===== src/rtl/bfrmw_pkg.sv =====
package bfrmw_pkg;

  typedef enum logic [1:0] {
    DST_MEM  = 2'd0,
    DST_REG  = 2'd1,
    DST_STAT = 2'd2,
    DST_NONE = 2'd3
  } dst_e;

  typedef enum logic [1:0] {
    SQ_IDLE = 2'd0,
    SQ_READ = 2'd1,
    SQ_CAPT = 2'd2
  } sq_e;

  // status register bit positions
  localparam int SRB_LOOP = 15;
  localparam int SRB_IM1  = 9;
  localparam int SRB_IM0  = 8;
  localparam int SRB_SCL  = 7;
  localparam int SRB_LIM  = 6;
  localparam int SRB_EXT  = 5;
  localparam int SRB_UNN  = 4;
  localparam int SRB_NEG  = 3;
  localparam int SRB_ZER  = 2;
  localparam int SRB_OVF  = 1;
  localparam int SRB_C    = 0;

  localparam logic [15:0] SR_RSVD = 16'h7C00;

endpackage


===== src/rtl/bfrmw_maskgen.sv =====
module bfrmw_maskgen #(
  parameter int DW = 16
) (
  input  logic          andi,
  input  logic [DW-1:0] imm,
  output logic [DW-1:0] mask
);
  // AND-with-immediate reuses the clear path with the inverted value
  for (genvar b = 0; b < DW; b++) begin : g_bit
    assign mask[b] = imm[b] ^ andi;
  end
endmodule


===== src/rtl/bfrmw_bitop.sv =====
module bfrmw_bitop #(
  parameter int DW = 16
) (
  input  logic [DW-1:0] opnd,
  input  logic [DW-1:0] mask,
  output logic [DW-1:0] res,
  output logic          all_set
);
  logic [DW-1:0] miss;

  for (genvar b = 0; b < DW; b++) begin : g_bit
    assign res[b]  = opnd[b] & ~mask[b];
    assign miss[b] = mask[b] & ~opnd[b];
  end

  assign all_set = ~|miss;
endmodule


===== src/rtl/bfrmw_seq.sv =====
module bfrmw_seq
  import bfrmw_pkg::*;
#(
  parameter int AW = 8
) (
  input  logic          clk,
  input  logic          rst,
  input  logic          launch,
  input  logic [AW-1:0] addr_in,
  output logic [AW-1:0] mem_addr,
  output logic          mem_re,
  output logic          capt,
  output logic          busy
);
  sq_e st_q;

  always_ff @(posedge clk) begin
    if (rst) begin
      st_q     <= SQ_IDLE;
      mem_re   <= 1'b0;
      mem_addr <= '0;
    end else begin
      mem_re <= 1'b0;
      unique case (st_q)
        SQ_IDLE: if (launch) begin
          st_q     <= SQ_READ;
          mem_re   <= 1'b1;
          mem_addr <= addr_in;
        end
        SQ_READ: st_q <= SQ_CAPT;
        SQ_CAPT: st_q <= SQ_IDLE;
        default: st_q <= SQ_IDLE;
      endcase
    end
  end

  assign capt = (st_q == SQ_CAPT);
  assign busy = (st_q != SQ_IDLE);

  // one read per sequence, never back to back
  a_r8_single_read: assert property (@(posedge clk) disable iff (rst)
    mem_re |=> !mem_re);
  // read data is captured one cycle after the read strobe
  a_r4_capt_after_read: assert property (@(posedge clk) disable iff (rst)
    mem_re |=> capt);
endmodule


===== src/rtl/bfrmw_stat.sv =====
module bfrmw_stat
  import bfrmw_pkg::*;
#(
  parameter int          DW       = 16,
  parameter logic [15:0] SR_RESET = 16'h0300
) (
  input  logic          clk,
  input  logic          rst,
  input  logic          clr_en,
  input  logic [DW-1:0] clr_mask,
  input  logic          c_en,
  input  logic          c_val,
  output logic [DW-1:0] sr_q
);
  localparam logic [DW-1:0] RSVD  = DW'(SR_RSVD);
  localparam logic [DW-1:0] RST_V = DW'(SR_RESET) & ~RSVD;

  always_ff @(posedge clk) begin
    if (rst) begin
      sr_q <= RST_V;
    end else if (clr_en) begin
      sr_q <= sr_q & ~clr_mask & ~RSVD;
    end else if (c_en) begin
      sr_q[SRB_C] <= c_val;
    end
  end

  // reserved field never reads one
  a_r6_rsvd_zero: assert property (@(posedge clk) disable iff (rst)
    (sr_q & RSVD) == '0);
  // a direct status operation never sets a bit
  a_r6_no_set: assert property (@(posedge clk) disable iff (rst)
    clr_en |=> (sr_q & ~$past(sr_q)) == '0);
  // without a direct status write, only carry may move
  a_r7_upper_hold: assert property (@(posedge clk) disable iff (rst)
    !clr_en |=> sr_q[DW-1:1] == $past(sr_q[DW-1:1]));
endmodule


===== src/rtl/bfrmw_unit.sv =====
module bfrmw_unit
  import bfrmw_pkg::*;
#(
  parameter int          DW       = 16,
  parameter int          AW       = 8,
  parameter logic [15:0] SR_RESET = 16'h0300
) (
  input  logic          clk,
  input  logic          rst,
  input  logic          start,
  input  logic          op_andi,
  input  logic [1:0]    dst_sel,
  input  logic [DW-1:0] imm,
  input  logic [AW-1:0] addr,
  input  logic [DW-1:0] reg_in,
  output logic [DW-1:0] reg_out,
  output logic          reg_we,
  output logic [DW-1:0] sr_out,
  output logic          busy,
  output logic          done,
  output logic [AW-1:0] mem_addr,
  output logic          mem_re,
  output logic          mem_we,
  output logic [DW-1:0] mem_wdata,
  input  logic [DW-1:0] mem_rdata
);
  dst_e          dsel;
  logic          accept, acc_mem, acc_reg, acc_sr;
  logic          capt;
  logic [DW-1:0] mask_now, mask_q, use_mask, use_opnd, res;
  logic          all_set;

  assign dsel    = dst_e'(dst_sel);
  assign accept  = start & ~busy & (dsel != DST_NONE);
  assign acc_mem = accept & (dsel == DST_MEM);
  assign acc_reg = accept & (dsel == DST_REG);
  assign acc_sr  = accept & (dsel == DST_STAT);

  bfrmw_maskgen #(.DW(DW)) u_mask (
    .andi (op_andi),
    .imm  (imm),
    .mask (mask_now)
  );

  bfrmw_seq #(.AW(AW)) u_seq (
    .clk      (clk),
    .rst      (rst),
    .launch   (acc_mem),
    .addr_in  (addr),
    .mem_addr (mem_addr),
    .mem_re   (mem_re),
    .capt     (capt),
    .busy     (busy)
  );

  // mask is held across the memory read so inputs may change meanwhile
  always_ff @(posedge clk) begin
    if (rst) mask_q <= '0;
    else if (acc_mem) mask_q <= mask_now;
  end

  assign use_mask = capt ? mask_q    : mask_now;
  assign use_opnd = capt ? mem_rdata : reg_in;

  bfrmw_bitop #(.DW(DW)) u_bitop (
    .opnd    (use_opnd),
    .mask    (use_mask),
    .res     (res),
    .all_set (all_set)
  );

  always_ff @(posedge clk) begin
    if (rst) begin
      reg_out   <= '0;
      reg_we    <= 1'b0;
      mem_we    <= 1'b0;
      mem_wdata <= '0;
      done      <= 1'b0;
    end else begin
      reg_we <= acc_reg;
      mem_we <= capt;
      done   <= acc_reg | acc_sr | capt;
      if (acc_reg) reg_out   <= res;
      if (capt)    mem_wdata <= res;
    end
  end

  bfrmw_stat #(.DW(DW), .SR_RESET(SR_RESET)) u_stat (
    .clk      (clk),
    .rst      (rst),
    .clr_en   (acc_sr),
    .clr_mask (mask_now),
    .c_en     (acc_reg | capt),
    .c_val    (all_set),
    .sr_q     (sr_out)
  );

  // the write lands two cycles after the read, at the same address
  a_r4_write_follows: assert property (@(posedge clk) disable iff (rst)
    mem_re |-> ##2 mem_we);
  a_r4_same_addr: assert property (@(posedge clk) disable iff (rst)
    mem_we |-> mem_addr == $past(mem_addr, 2));
  // every result strobe is reported as completion
  a_r5_we_done: assert property (@(posedge clk) disable iff (rst)
    (reg_we || mem_we) |-> done);
endmodule


===== config.mk =====
export PLATFORM = sky130hd
export DESIGN_NAME = bfrmw_unit
export DESIGN_NICKNAME = d
export VERILOG_FILES = /design/src/rtl/bfrmw_pkg.sv /design/src/rtl/bfrmw_maskgen.sv /design/src/rtl/bfrmw_bitop.sv /design/src/rtl/bfrmw_seq.sv /design/src/rtl/bfrmw_stat.sv /design/src/rtl/bfrmw_unit.sv
export SDC_FILE = /design/constraint.sdc
export NUM_CORES = 1
export LEC_CHECK = 0
export BUFFER_PORTS_ARGS = -buffer_cell sky130_fd_sc_hd__buf_4
export CORE_MARGIN = 4
export CORE_UTILIZATION = 50
export DETAILED_ROUTE_END_ITERATION = 7
export HOLD_SLACK_MARGIN = 0.1
export PLACE_DENSITY = 0.82
export SLEW_MARGIN = 30
export SYNTH_ARGS = -nofsm -noshare
export SYNTH_HDL_FRONTEND = slang
export SYNTH_SLANG_ARGS = --single-unit

===== constraint.sdc =====
create_clock -name clk -period 3.1 [get_ports clk]
set_clock_uncertainty 0.2 [all_clocks]
set_input_delay 0.62 -clock clk [delete_from_list [all_inputs] [get_ports clk]]
set_output_delay 0.62 -clock clk [all_outputs]
set_load 0.02 [all_outputs]

# Word level (Yosys, flattened, before mapping)
# Cells that the tools add are included.
# word_totals
ff_bits,73
in_bits,62
output_inout_bits,61
wordCells,124
# classes
eq_ne,6
n_mux,7
n_bitwise,92
reduce_logical,8
# ops
op,count
$and 1x1->1,37
$not 1->1,34
$mux 16,2
$and 16x16->16,1
$not 16->16,1
$reduce_or 16->1,1
$xor 1x1->1,16
$eq 2x1->1 const B,2
$eq 2x2->1 const B,2
$logic_not 2->1,2
$ne 2x2->1 const B,2
$pmux 2 s2,1
$reduce_bool 2->1,2
$mux 1,3
$or 1x1->1,3
$mux 2,1
$reduce_and 2->1,1
$reduce_or 2->1,1
$logic_not 1->1,1

# Longest topological paths before layout
# Gate-level depths: netlist (run 1).
# logic_depth
word_depth,8
depth_mapped,6
mapped_depth_nobuf,5

# By module
# From an unflattened synthesis (run 1), not the netlist that was laid out.
# unflattened
cells_unflattened,382
hier_area_um2,3527.1
# modules_own_cells
mod,instances,cells_per_inst,area_per_inst_um2,seq_area_each_um2
bfrmw_unit,1,240,2217.1,1021.0
bfrmw_seq,1,44,483.0,220.2
bfrmw_stat,1,43,414.1,220.2
bfrmw_bitop,1,37,241.5,0.0
bfrmw_maskgen,1,18,171.4,0.0

# Worst setup path after synthesis (run 1)
# Ideal clock, no wire load.
# synth_path
kind,in2reg
startpoint,input port start
endpoint,register reg_out[5]
setup_ns,0.132
t_arrival_ns,1.852
t_required_ns,2.768
setup_slack_ns,0.916
path_stages,6
n_path_buf,2
cell_sequence,or3b_4 > or3b_1 > buf_6 > buf_6 > a31oi_1 > nor3_1
# synth_via
elab_chain_cells,3
# synth_rtl
element,line,rtl
start: declaration,bfrmw_unit.sv:10,"input logic start,"
$and 1x1->1 (2 in a row),bfrmw_unit.sv:34,assign accept = start & ~busy & (dsel != DST_NONE);
$and 1x1->1,bfrmw_unit.sv:36,assign acc_reg = accept & (dsel == DST_REG);
end signal: assignment,bfrmw_unit.sv:83,if (acc_reg) reg_out <= res;
end: declaration,bfrmw_unit.sv:16,"output logic [DW-1:0] reg_out,"
# No other way between the ends.
# A chain may end at the register's enable or synchronous reset.

# Final worst setup path (run 1)
# layout_path
startpoint,register u_seq.st_q[1]
endpoint,register u_stat.sr_q[0]
# layout_via
elab_chain_cells,8
elab_cells_between_ends,47
classes_between,1 x eq/ne; 4 x mux; 38 x bitwise; 4 x reduce/logical
# layout_rtl
element,line,rtl
start: declaration,bfrmw_seq.sv:15,sq_e st_q;
start signal: assignment,bfrmw_seq.sv:19,st_q <= SQ_IDLE;
start signal: assignment,bfrmw_seq.sv:26,st_q <= SQ_READ;
start signal: assignment,bfrmw_seq.sv:30,SQ_READ: st_q <= SQ_CAPT;
$eq 2x2->1,bfrmw_seq.sv:37,assign capt = (st_q == SQ_CAPT);
$mux 16,bfrmw_unit.sv:63,assign use_opnd = capt ? mem_rdata : reg_in;
$not 1->1,bfrmw_bitop.sv:13,assign miss[b] = mask[b] & ~opnd[b];
$and 1x1->1,bfrmw_bitop.sv:13,
$reduce_or 16->1,bfrmw_bitop.sv:16,assign all_set = ~|miss;
$logic_not 1->1,bfrmw_bitop.sv:16,
$mux 1,bfrmw_stat.sv:23,end else if (c_en) begin
$mux 1,bfrmw_stat.sv:21,end else if (clr_en) begin
end signal: assignment,bfrmw_stat.sv:22,sr_q <= sr_q & ~clr_mask & ~RSVD;
end signal: indexed assignment,bfrmw_stat.sv:24,sr_q[SRB_C] <= c_val;
end: declaration,bfrmw_stat.sv:13,output logic [DW-1:0] sr_q
# Parallel ways exist; a longest one is shown, timed or not. The select of a mux whose other input is x is not followed.

==> impl_metrics.env, run 1 <==
export IMPL_worst_hold_path_endpoint="u_stat.sr_q[9]"
export IMPL_worstRegToRegCells=5
export IMPL_yosys_top_cells_area="dfxtp_1 47%, nor2_1 6.4%, a21oi_1 4.6%, xnor2_1 4.5%, a211oi_1 4.1%"
export IMPL_synthAdderAreaFrac_pct=0
export IMPL_tritoncts="done"
export IMPL_fin_total_pwr_w=0.002137
export IMPL_slew_headroom_pct=47.24
export IMPL_grt_pass1_wl_um=13980
export IMPL_gp_congestion=0.9087
export IMPL_powerDensity_mw_per_mm2=503.2
export IMPL_grt_max_degree=41
export IMPL_status="complete, no violations"
export IMPL_die_x_um=87.10
export IMPL_rrSetupSlack_ns=0.84
export IMPL_rows=28
export IMPL_setup_violations=0
export IMPL_clk_pin_slew_ns=0.07
export IMPL_viasPerCell=5.542
export IMPL_drc=0
export IMPL_h_tree_depth=3
export IMPL_hold_buffers=0
export IMPL_cellLeakagePower_nw=1.890
export IMPL_overflow=0
export IMPL_synth_seq_cells=73
export IMPL_clock_latency_ns=0.35
export IMPL_synth_top_area_share_pct=46.72
export IMPL_synthSimpleGateAreaFrac_pct=21.28
export IMPL_synth_top_family_by_area="simple AND/OR/NAND/NOR gates"
export IMPL_worstMarginPinSlew_ns=0.7905
export IMPL_crit_path_end_kind="flop"
export IMPL_hp_start="u_stat.sr_q[9]"
export IMPL_cts_buffers_inserted=9
export IMPL_core_area_mm2=0.005991
export IMPL_rr_endpoint="u_stat.sr_q[0]"
export IMPL_yosys_warnings=0
export IMPL_ys_seq_area_share_pct=46.72
export IMPL_drv_cap=0
export IMPL_worstPathMaxFanout=17
export IMPL_hp_class="flop to flop"
export IMPL_die_y_um=87.10
export IMPL_postSynthCellCount=367
export IMPL_fin_ws_ns=0.8351
export IMPL_crit_type="flop to flop"
export IMPL_cts_setup_buffers=0
export IMPL_ys_types=38
export IMPL_hold_viol=0
export IMPL_clock_sinks=73
export IMPL_yosys_area_share_xor_xnor_pct=4.480
export IMPL_worstReg2RegStart="u_seq.st_q[1]"
export IMPL_routedWlPerCell_um=16.40
export IMPL_netlist_top_cell_by_area="dfxtp_1"
export IMPL_fin_crit_sh_pct=73.06
export IMPL_postSynthAreaPerCell_um2=8.523
export IMPL_synth_mux_area_share_pct=0
export IMPL_drt_iter0_drc=220
export IMPL_fin_tns_setup_ns=0
export IMPL_whs_ns=0.2596
export IMPL_num_nets_final=536
export IMPL_ctsLongestPathBuffers=2
export IMPL_drt_total_wl_um=9084
export IMPL_period_needed_ns=2.265
export IMPL_dieArea_mm2=0.007586
export IMPL_cts_root_buffer="clkbuf_8"
export IMPL_antenna_found_initial=0
export IMPL_final_max_slew_viol_count=0
export IMPL_grt_pass1_vias=2925
export IMPL_synth_area_mm2=0.003128
export IMPL_initial_core_util_pct=52.21
export IMPL_arrival_ns=2.31
export IMPL_irDropWorstVdd_uv=301.5
export IMPL_grt_setup_unrepaired="no"
export IMPL_hold_depth=1
export IMPL_ctsResizeCount=0
export IMPL_ant_nets=0
export IMPL_dp_slack_ns=0.5520
export IMPL_io_buffers=117
export IMPL_drt_first_pass_iters=5
export IMPL_fillCellCount=486
export IMPL_fmaxAchievable_mhz=441.5
export IMPL_cp_required_ns=3.14
export IMPL_diodes=0
export IMPL_num_vias=3070
export IMPL_syn_to_final_growth_pct=35.76
export IMPL_grt_use_total_pct=23.70
export IMPL_io_pins=123
export IMPL_layout_drive_gt1_share_pct=29.65
export IMPL_start_kind="flop"
export IMPL_place_hpwl_um=6537
export IMPL_synth_compound_area_share_pct=20.00
layer usage:
metal | share of wire [%] | track usage (%) | up-vias
met3 | 8.7 | 6.149 | 19
met5 | 0 | 0 | -
met2 | 48 | 38.23 | 146
met4 | 1.6 | 8.647 | 0
li1 | - | - | 1486
met1 | 42 | 30.63 | 1419
kinds of logic (layout without fill, tap and decap cells):
logic type	count (synthesis)	after routing
AND/OR/NAND/NOR	132	132
XOR/XNOR	16	16
flip-flops	73	73
buffers and inverters	51	159
other	1	5
AO/OA/AOI/OAI	94	94
critical path, cell delays in order, from the launching register on:
cell,delay [ns]
dfxtp_1,0.34
or3b_4,0.45
or3b_1,0.68
nand4_1,0.22
a21oi_1,0.06
a41o_1,0.19
area by class of cell:
class	count	area (µm²)	share of cell area, %
clock buffer	11	151.4	3.565
clock inverter	5	77.57	1.827
inverter	22	82.58	1.945
multi-input combinational	247	1459	34.35
sequential	73	1461	34.41
tap	75	93.84	2.210
timing repair buffer	121	920.9	21.69
flip-flops by register name, indices dropped and copies added (netlist names):
| signal | cells |
|---|---|
| u_stat.sr_q | 11 |
| u_seq.mem_re | 1 |
| reg_out | 16 |
| reg_we | 1 |
| u_seq.st_q | 2 |
| done | 1 |
| mem_we | 1 |
| mem_wdata | 16 |
| mask_q | 16 |
| u_seq.mem_addr | 8 |
power breakdown:
group	total (W)	switching (W)	leakage (nW)	internal, W
Sequential	0.000988	0.0000200	0.593	0.000968
Clock	0.000842	0.000348	0.115	0.000494
Combinational	0.000307	0.000169	1.18	0.000137
Total	0.00214	0.000537	1.89	0.00160
synth_stat cells:
cell type,n
a41o_1,1
o211a_1,8
a2111oi_0,1
nor3_2,1
nor3_1,18
nand2_1,17
or3b_1,1
buf_2,5
o22ai_1,10
a222oi_1,2
o21ai_0,5
inv_1,21
nor3b_4,1
a31oi_1,14
nand3_1,4
conb_1,1
nor2_1,53
or4_1,1
inv_2,1
nand4_1,1
xnor2_1,16
a211oi_1,17
buf_1,4
o2111ai_1,3
or3b_4,1
nor4_1,2
o32ai_1,1
clkbuf_1,13
buf_6,2
a21oi_1,29
a21o_1,2
nor3b_1,14
nand2b_1,13
nor2b_1,3
or3_1,2
a211o_1,1
dfxtp_1,73
buf_4,5
worst max-delay path by stage:
stage                     cells after the start     startpoint  slack, ns              to
after floorplan                               6          start       0.92      reg_out[5]
after global placement                        6          start       0.57  u_stat.sr_q[0]
after detailed placement                      6          start       0.55  u_stat.sr_q[0]
after CTS                                     5  u_seq.st_q[1]       0.85  u_stat.sr_q[0]
after global routing                          5  u_seq.st_q[1]       0.79  u_stat.sr_q[0]
final                                         5  u_seq.st_q[1]       0.84  u_stat.sr_q[0]
layout by cell type, fill, tap and decap left out, types with 2 or more instances in the layout:
master     count
bufinv_16      2
nand3_1        4
o22ai_1       10
nor3_1        18
a222oi_1       2
nand2_1       17
inv_1         21
a211oi_1      17
o2111ai_1      3
conb_1         5
a21o_1         2
or3_1          2
nor3b_1       14
dfxtp_1       73
clkbuf_8      11
nor2_1        53
nand2b_1      12
a21oi_1       29
xnor2_1       16
nor2b_1        3
o21ai_0        5
a31oi_1       14
buf_4        120
nor4_1         2
clkinv_2       2
o211a_1        8
through the flow:
stage / cell area (µm²) / instances / utilization [%]
detailed placement: 4018 / 538 / 67.06
global route: 4247 / 554 / 70.89
CTS: 4247 / 554 / 70.89
finish: 4247 / 554 / 70.89
floorplan: 3143 / 371 / -
global placement: 4018 / 538 / 67.06
Power figures use the tool's default switching activity.
==> run 2: changes to the inputs <==
--- a/config.mk
+++ b/config.mk
@@ -5,12 +5,13 @@
 export SDC_FILE = /design/constraint.sdc
 export NUM_CORES = 1
 export LEC_CHECK = 0
+export ABC_AREA = 1
 export BUFFER_PORTS_ARGS = -buffer_cell sky130_fd_sc_hd__buf_4
 export CORE_MARGIN = 4
-export CORE_UTILIZATION = 50
+export CORE_UTILIZATION = 45
 export DETAILED_ROUTE_END_ITERATION = 7
 export HOLD_SLACK_MARGIN = 0.1
-export PLACE_DENSITY = 0.82
+export PLACE_DENSITY = 0.76
 export SLEW_MARGIN = 30
 export SYNTH_ARGS = -nofsm -noshare
 export SYNTH_HDL_FRONTEND = slang
==> constraint.sdc (replaced) <==
create_clock -name clk -period 1.8 [get_ports clk]
set_clock_uncertainty 0.2 [all_clocks]
set_input_delay 0.36 -clock clk [delete_from_list [all_inputs] [get_ports clk]]
set_output_delay 0.36 -clock clk [all_outputs]
set_load 0.02 [all_outputs]
==> run 2 against run 1 <==
Compared with the run above: die area up 20%; combinational power up 89%; clock-buffer cell count down 2; total power up 68%; via count up 18%; worst hold slack worse by 0.14 ns; global-route usage down 1.6 points; worst setup slack worse by 0.75 ns; sequential share of layout area down 3.6 points; routed wire length up 9.7%.
==> impl_metrics.env, run 2 <==
export IMPL_rrSetupSlack_ns=0.08
export IMPL_fin_tns_setup_ns=0
export IMPL_routedWlPerCell_um=13.72
export IMPL_synth_edff_count=0
export IMPL_top_regs="mask_q x16, mem_wdata x16, reg_out x16"
export IMPL_worstRegToRegCells=6
export IMPL_grt_pass1_wl_um=15660
export IMPL_grt_max_degree=29
export IMPL_rr_endpoint="mask_q[10]"
export IMPL_start_kind="flop"
export IMPL_ant_nets=0
export IMPL_diodes=0
export IMPL_rows=31
export IMPL_layout_drive_gt1_share_pct=26.00
export IMPL_ys_types=28
export IMPL_die_y_um=95.57
export IMPL_hold_depth=4
export IMPL_crit_type="flop to flop"
export IMPL_fmaxAchievable_mhz=582.7
export IMPL_crit_path_cell_trace="nor2_1 > nand3_2 > nor3_4 > buf_4 > o21ai_0 > a31oi_1"
export IMPL_hp_class="input pin to flop"
export IMPL_cts_buffers_inserted=9
export IMPL_fin_crit_sh_pct=95.34
export IMPL_initial_core_util_pct=46.83
export IMPL_yosysMostFrequentCell="nand2_1"
export IMPL_h_tree_depth=3
export IMPL_crit_path_end_kind="flop"
export IMPL_grt_setup_unrepaired="yes"
export IMPL_antenna_found_initial=0
export IMPL_drv_cap=0
export IMPL_netlist_top_cell_by_area="dfxtp_1"
export IMPL_synth_seq_cells=73
export IMPL_fillCellCount=661
export IMPL_place_hpwl_um=7282
export IMPL_worst_hold_path_endpoint="mask_q[12]"
export IMPL_cts_setup_buffers=0
export IMPL_hold_viol=0
export IMPL_fin_util_pct=64.47
export IMPL_worstReg2RegStart="u_seq.st_q[1]"
export IMPL_grt_pass1_vias=3375
export IMPL_async_flop_share_pct=0
export IMPL_yosys_top_cells_area="dfxtp_1 42%, nand2_1 15%, a21oi_1 8.0%, inv_1 6.0%, o21ai_0 5.4%"
export IMPL_path_delay_family="simple AND/OR/NAND/NOR gates"
export IMPL_tritoncts="done"
export IMPL_overflow=0
export IMPL_num_nets_final=684
export IMPL_io_buffers=117
export IMPL_status="complete, no violations"
export IMPL_synth_area_mm2=0.003451
export IMPL_clk_pin_slew_ns=0.08
export IMPL_drc=0
export IMPL_cellLeakagePower_nw=2.332
export IMPL_dieArea_mm2=0.009134
export IMPL_postSynthAreaPerCell_um2=6.971
export IMPL_gp_congestion=0.8868
export IMPL_postSynthCellCount=495
export IMPL_hp_start="imm[12]"
export IMPL_io_pins=123
export IMPL_grt_use_total_pct=22.07
export IMPL_cp_required_ns=1.86
export IMPL_clock_latency_ns=0.35
export IMPL_yosys_warnings=0
export IMPL_powerDensity_mw_per_mm2=754.1
export IMPL_drt_first_pass_iters=4
export IMPL_num_vias=3614
export IMPL_drt_total_wl_um=9964
export IMPL_period_needed_ns=1.716
export IMPL_drt_iter0_drc=219
export IMPL_synth_top_area_share_pct=42.35
export IMPL_die_x_um=95.57
export IMPL_final_common_cell="nand2_1"
export IMPL_viasPerCell=4.978
export IMPL_synth_common_cells="142 x nand2_1, 73 x dfxtp_1, 55 x a21oi_1, 55 x inv_1, 37 x o21ai_0"
export IMPL_cts_root_buffer="clkbuf_8"
export IMPL_ctsLongestPathBuffers=2
export IMPL_ys_seq_area_share_pct=42.35
export IMPL_syn_to_final_growth_pct=37.67
export IMPL_irDropWorstVdd_uv=572.3
export IMPL_crit_slowest_cell="dfxtp_2"
export IMPL_cp_num_buf_inv=1
export IMPL_worstPathMaxFanout=22
export IMPL_clock_sinks=73
export IMPL_arrival_ns=1.78
export IMPL_synth_main_ff_cell="dfxtp_1"
export IMPL_setup_violations=0
export IMPL_slowest_delay_ns=0.36
export IMPL_final_cell_mix="142 x nand2_1, 126 x buf_4, 71 x dfxtp_1"
export IMPL_core_area_mm2=0.007370
export IMPL_final_max_slew_viol_count=0
## run 2: cell types whose count changed in the layout (fill, tap and decap cells not counted), sizes merged, moves of 11 or more
cell	change
a211oi	-17
xnor2	-11
nand2b	-13
o21ai	+36
inv	+37
nor3	-17
nor3b	-15
dlygate4sd3	+11
nor2	-22
a21oi	+26
nand3	+32
nand2	+126
## run 2: metrics by stage
step	hold slack [ns]	setup WS, ns	total power, W	area (µm²)	std cells
after global routing	0.1260	-0.05667	0.003729	4751	726
after floorplan	0.2297	0.2042	0.002043	3466	499
after CTS	0.1088	0.002047	0.003592	4746	726
after global placement	0.2355	-0.03543	0.002266	4433	699
final	0.1199	0.08391	0.003583	4751	726
after detailed placement	0.2339	-0.06810	0.002277	4433	699
## run 2: worst max path at each step
stage	depth (start not counted)	slack (ns)	start	to
CTS	10	0.002	u_seq.st_q[1]	u_stat.sr_q[0]
finish	6	0.08	u_seq.st_q[1]	mask_q[10]
detailed placement	11	-0.07	op_andi	u_stat.sr_q[0]
global route	6	-0.06	u_seq.st_q[1]	mask_q[4]
global placement	11	-0.04	op_andi	u_stat.sr_q[0]
floorplan	12	0.20	op_andi	u_stat.sr_q[0]
## run 2: timing repair
item / 4_1_cts / 5_1_grt
endpoints found under the hold margin: 16 / 0
hold buffers: 11 / 0
endpoints found under the setup margin: 1 / 28
resized for setup: 1 / 10
pin swaps: 0 / 1
## run 2: logic make-up (layout without fill, tap and decap cells)
logic type / Yosys count / count (layout) / synth area share [%]
buffers and inverters: 89 / 217 / 12.29
AND/OR/NAND/NOR: 216 / 216 / 26.69
XOR/XNOR: 5 / 5 / 1.269
AO/OA/AOI/OAI: 111 / 111 / 17.30
flip-flops: 73 / 73 / 42.35
other: 1 / 5 / 0.1087
## run 2: layout make-up
type	instances	area (µm²)	share of cell area, %
Tap cell	99	123.9	2.607
Timing Repair Buffer	142	1156	24.34
Clock inverter	7	78.83	1.659
Sequential cell	73	1464	30.81
Clock buffer	9	123.9	2.607
Multi-Input combinational cell	337	1583	33.32
Inverter	59	221.5	4.662
## run 2: power by group
| group | switching [W] | total (W) | internal (W) |
|---|---|---|---|
| Combinational | 0.000324 | 0.000581 | 0.000256 |
| Sequential | 0.0000226 | 0.00168 | 0.00166 |
| Clock | 0.000665 | 0.00132 | 0.000652 |
| Total | 0.00101 | 0.00358 | 0.00257 |
## run 2: worst min-delay path: stages
cell and delay, ns:
buf_4 0.08, inv_1 0.03, nand2_1 0.06, a31oi_1 0.08
## run 2: routing by layer
layer	global-route usage, %	share of wire [%]
met1	26.64	41
met2	38.45	50
met3	4.499	6.8
met4	8.175	1.7
met5	0	0
==> run 3: changes to the inputs <==
--- a/config.mk
+++ b/config.mk
@@ -12,6 +12,7 @@
 export DETAILED_ROUTE_END_ITERATION = 7
 export HOLD_SLACK_MARGIN = 0.1
 export PLACE_DENSITY = 0.76
+export RECOVER_POWER = 50
 export SLEW_MARGIN = 30
 export SYNTH_ARGS = -nofsm -noshare
 export SYNTH_HDL_FRONTEND = slang
==> run 3 against run 2 <==
Compared with the run above: global-route usage stayed put; maximum frequency down 3.5%; clock power about the same; utilization decreased by 2.7 points; via count down 0.19%; sequential share of layout area increased by 1.4 points; clock-buffer cell count unchanged; critical path type is now input pin to flop; highest routed layer unchanged.
==> impl_metrics.env, run 3 (synthesis gave the netlist of run 2 again) <==
export IMPL_top_regs="mask_q x16, mem_wdata x16, reg_out x16"
export IMPL_syn_to_final_growth_pct=31.83
export IMPL_diodes=0
export IMPL_grt_use_total_pct=22.07
export IMPL_clock_latency_ns=0.35
export IMPL_worstRegToRegCells=12
export IMPL_ctsLongestPathBuffers=2
export IMPL_drt_iter0_drc=202
export IMPL_period_needed_ns=1.778
export IMPL_gp_congestion=0.8868
export IMPL_multi_input_area_mm2=0.001583
export IMPL_worstReg2RegStart="u_seq.st_q[1]"
export IMPL_cts_buffers_inserted=9
export IMPL_initial_core_util_pct=46.83
export IMPL_tritoncts="done"
export IMPL_cts_setup_buffers=0
export IMPL_grt_setup_unrepaired="yes"
export IMPL_worstPathMaxFanout=24
export IMPL_rrSetupSlack_ns=0.09
export IMPL_hp_class="input pin to flop"
export IMPL_grt_pass1_wl_um=15660
export IMPL_num_vias=3607
export IMPL_routedWlPerCell_um=13.77
export IMPL_dieArea_mm2=0.009134
export IMPL_fin_util_pct=61.73
export IMPL_crit_start="rst"
export IMPL_start_kind="input pin"
export IMPL_place_hpwl_um=7282
export IMPL_powerDensity_mw_per_mm2=782.3
export IMPL_overflow=0
export IMPL_drv_cap=0
export IMPL_clk_pin_slew_ns=0.08
export IMPL_fillCellCount=698
export IMPL_final_cell_mix="142 x nand2_1, 72 x buf_4, 71 x dfxtp_1"
export IMPL_io_buffers=117
export IMPL_rows=31
export IMPL_cellLeakagePower_nw=2.110
export IMPL_arrival_ns=1.84
export IMPL_status="complete, no violations"
export IMPL_setup_violations=0
export IMPL_endpoint="mask_q[10]"
export IMPL_grt_pass1_vias=3375
export IMPL_final_max_slew_viol_count=0
export IMPL_final_common_cell="nand2_1"
export IMPL_fin_total_pwr_w=0.003559
export IMPL_h_tree_depth=3
export IMPL_fmaxAchievable_mhz=562.3
export IMPL_viasPerCell=4.968
export IMPL_grt_max_degree=29
export IMPL_drc=0
export IMPL_hold_viol=0
export IMPL_register_area_mm2=0.001464
export IMPL_ant_nets=0
export IMPL_cp_required_ns=1.87
export IMPL_die_x_um=95.57
export IMPL_crit_path_end_kind="flop"
export IMPL_clock_sinks=73
export IMPL_core_area_mm2=0.007370
export IMPL_fin_crit_sh_pct=98.80
export IMPL_drt_total_wl_um=9997
export IMPL_rr_endpoint="u_stat.sr_q[0]"
export IMPL_num_nets_final=684
export IMPL_irDropWorstVdd_uv=570.7
export IMPL_fin_tns_setup_ns=0
export IMPL_drt_first_pass_iters=5
export IMPL_crit_type="input pin to flop"
export IMPL_antenna_found_initial=0
export IMPL_io_pins=123
export IMPL_cts_root_buffer="clkbuf_8"
export IMPL_die_y_um=95.57
export IMPL_layout_drive_gt1_share_pct=17.54
==> run 3: cell type report <==
type | count | area share, %
Timing Repair Buffer | 142 | 20.98
Multi-Input combinational cell | 337 | 34.79
Inverter | 59 | 4.868
Clock buffer | 9 | 2.723
Sequential cell | 73 | 32.18
Tap cell | 99 | 2.723
Clock inverter | 7 | 1.733
==> run 3: how the worst min path moves through the flow <==
stage                    from             end  slack [ns]  cells past startpoint
3_5_place_dp   u_stat.sr_q[3]  u_stat.sr_q[3]        0.23                      2
2_1_floorplan       mask_q[2]       mask_q[2]        0.23                      2
5_1_grt          mem_rdata[5]    mem_wdata[5]        0.13                      3
4_1_cts               imm[12]      mask_q[12]        0.11                      4
3_3_place_gp   u_stat.sr_q[9]  u_stat.sr_q[9]        0.24                      2
6_report              imm[12]      mask_q[12]        0.12                      4
==> run 3: layer usage <==
metal	global-route usage [%]	routed length, µm	vias up
li1	-	-	1834
met1	26.64	4137	1621
met2	38.45	5013	133
met3	4.499	678	19
met4	8.175	168	0
met5	0	0	-
==> run 3: power breakdown <==
part,internal [W],total (W),switching [W]
Combinational,0.000231,0.000557,0.000325
Clock,0.000652,0.00132,0.000666
Sequential,0.00166,0.00168,0.0000221
Total,0.00255,0.00356,0.00101
==> run 3: through the flow <==
stage               setup WS, ns  hold WS (ns)  instance area (µm²)  std cells
finish                   0.02151        0.1207                 4549        726
global route            -0.05667        0.1260                 4549        726
CTS                     0.002047        0.1088                 4746        726
detailed placement      -0.06810        0.2339                 4433        699
global placement        -0.03543        0.2355                 4433        699
floorplan                 0.2042        0.2297                 3466        499
==> run 3: worst max-delay path, stage by stage <==
cell and delay [ns]:
dlygate4sd3_1 0.54, clkbuf_1 0.23, inv_1 0.12, buf_4 0.26
o21ai_0 0.14, a31oi_1 0.18
==> run 3: repair_timing <==
item	CTS	global route
endpoints found under the setup margin	1	28
pin swaps	0	1
hold endpoints to repair	16	0
resized for setup	1	10
hold buffers	11	0
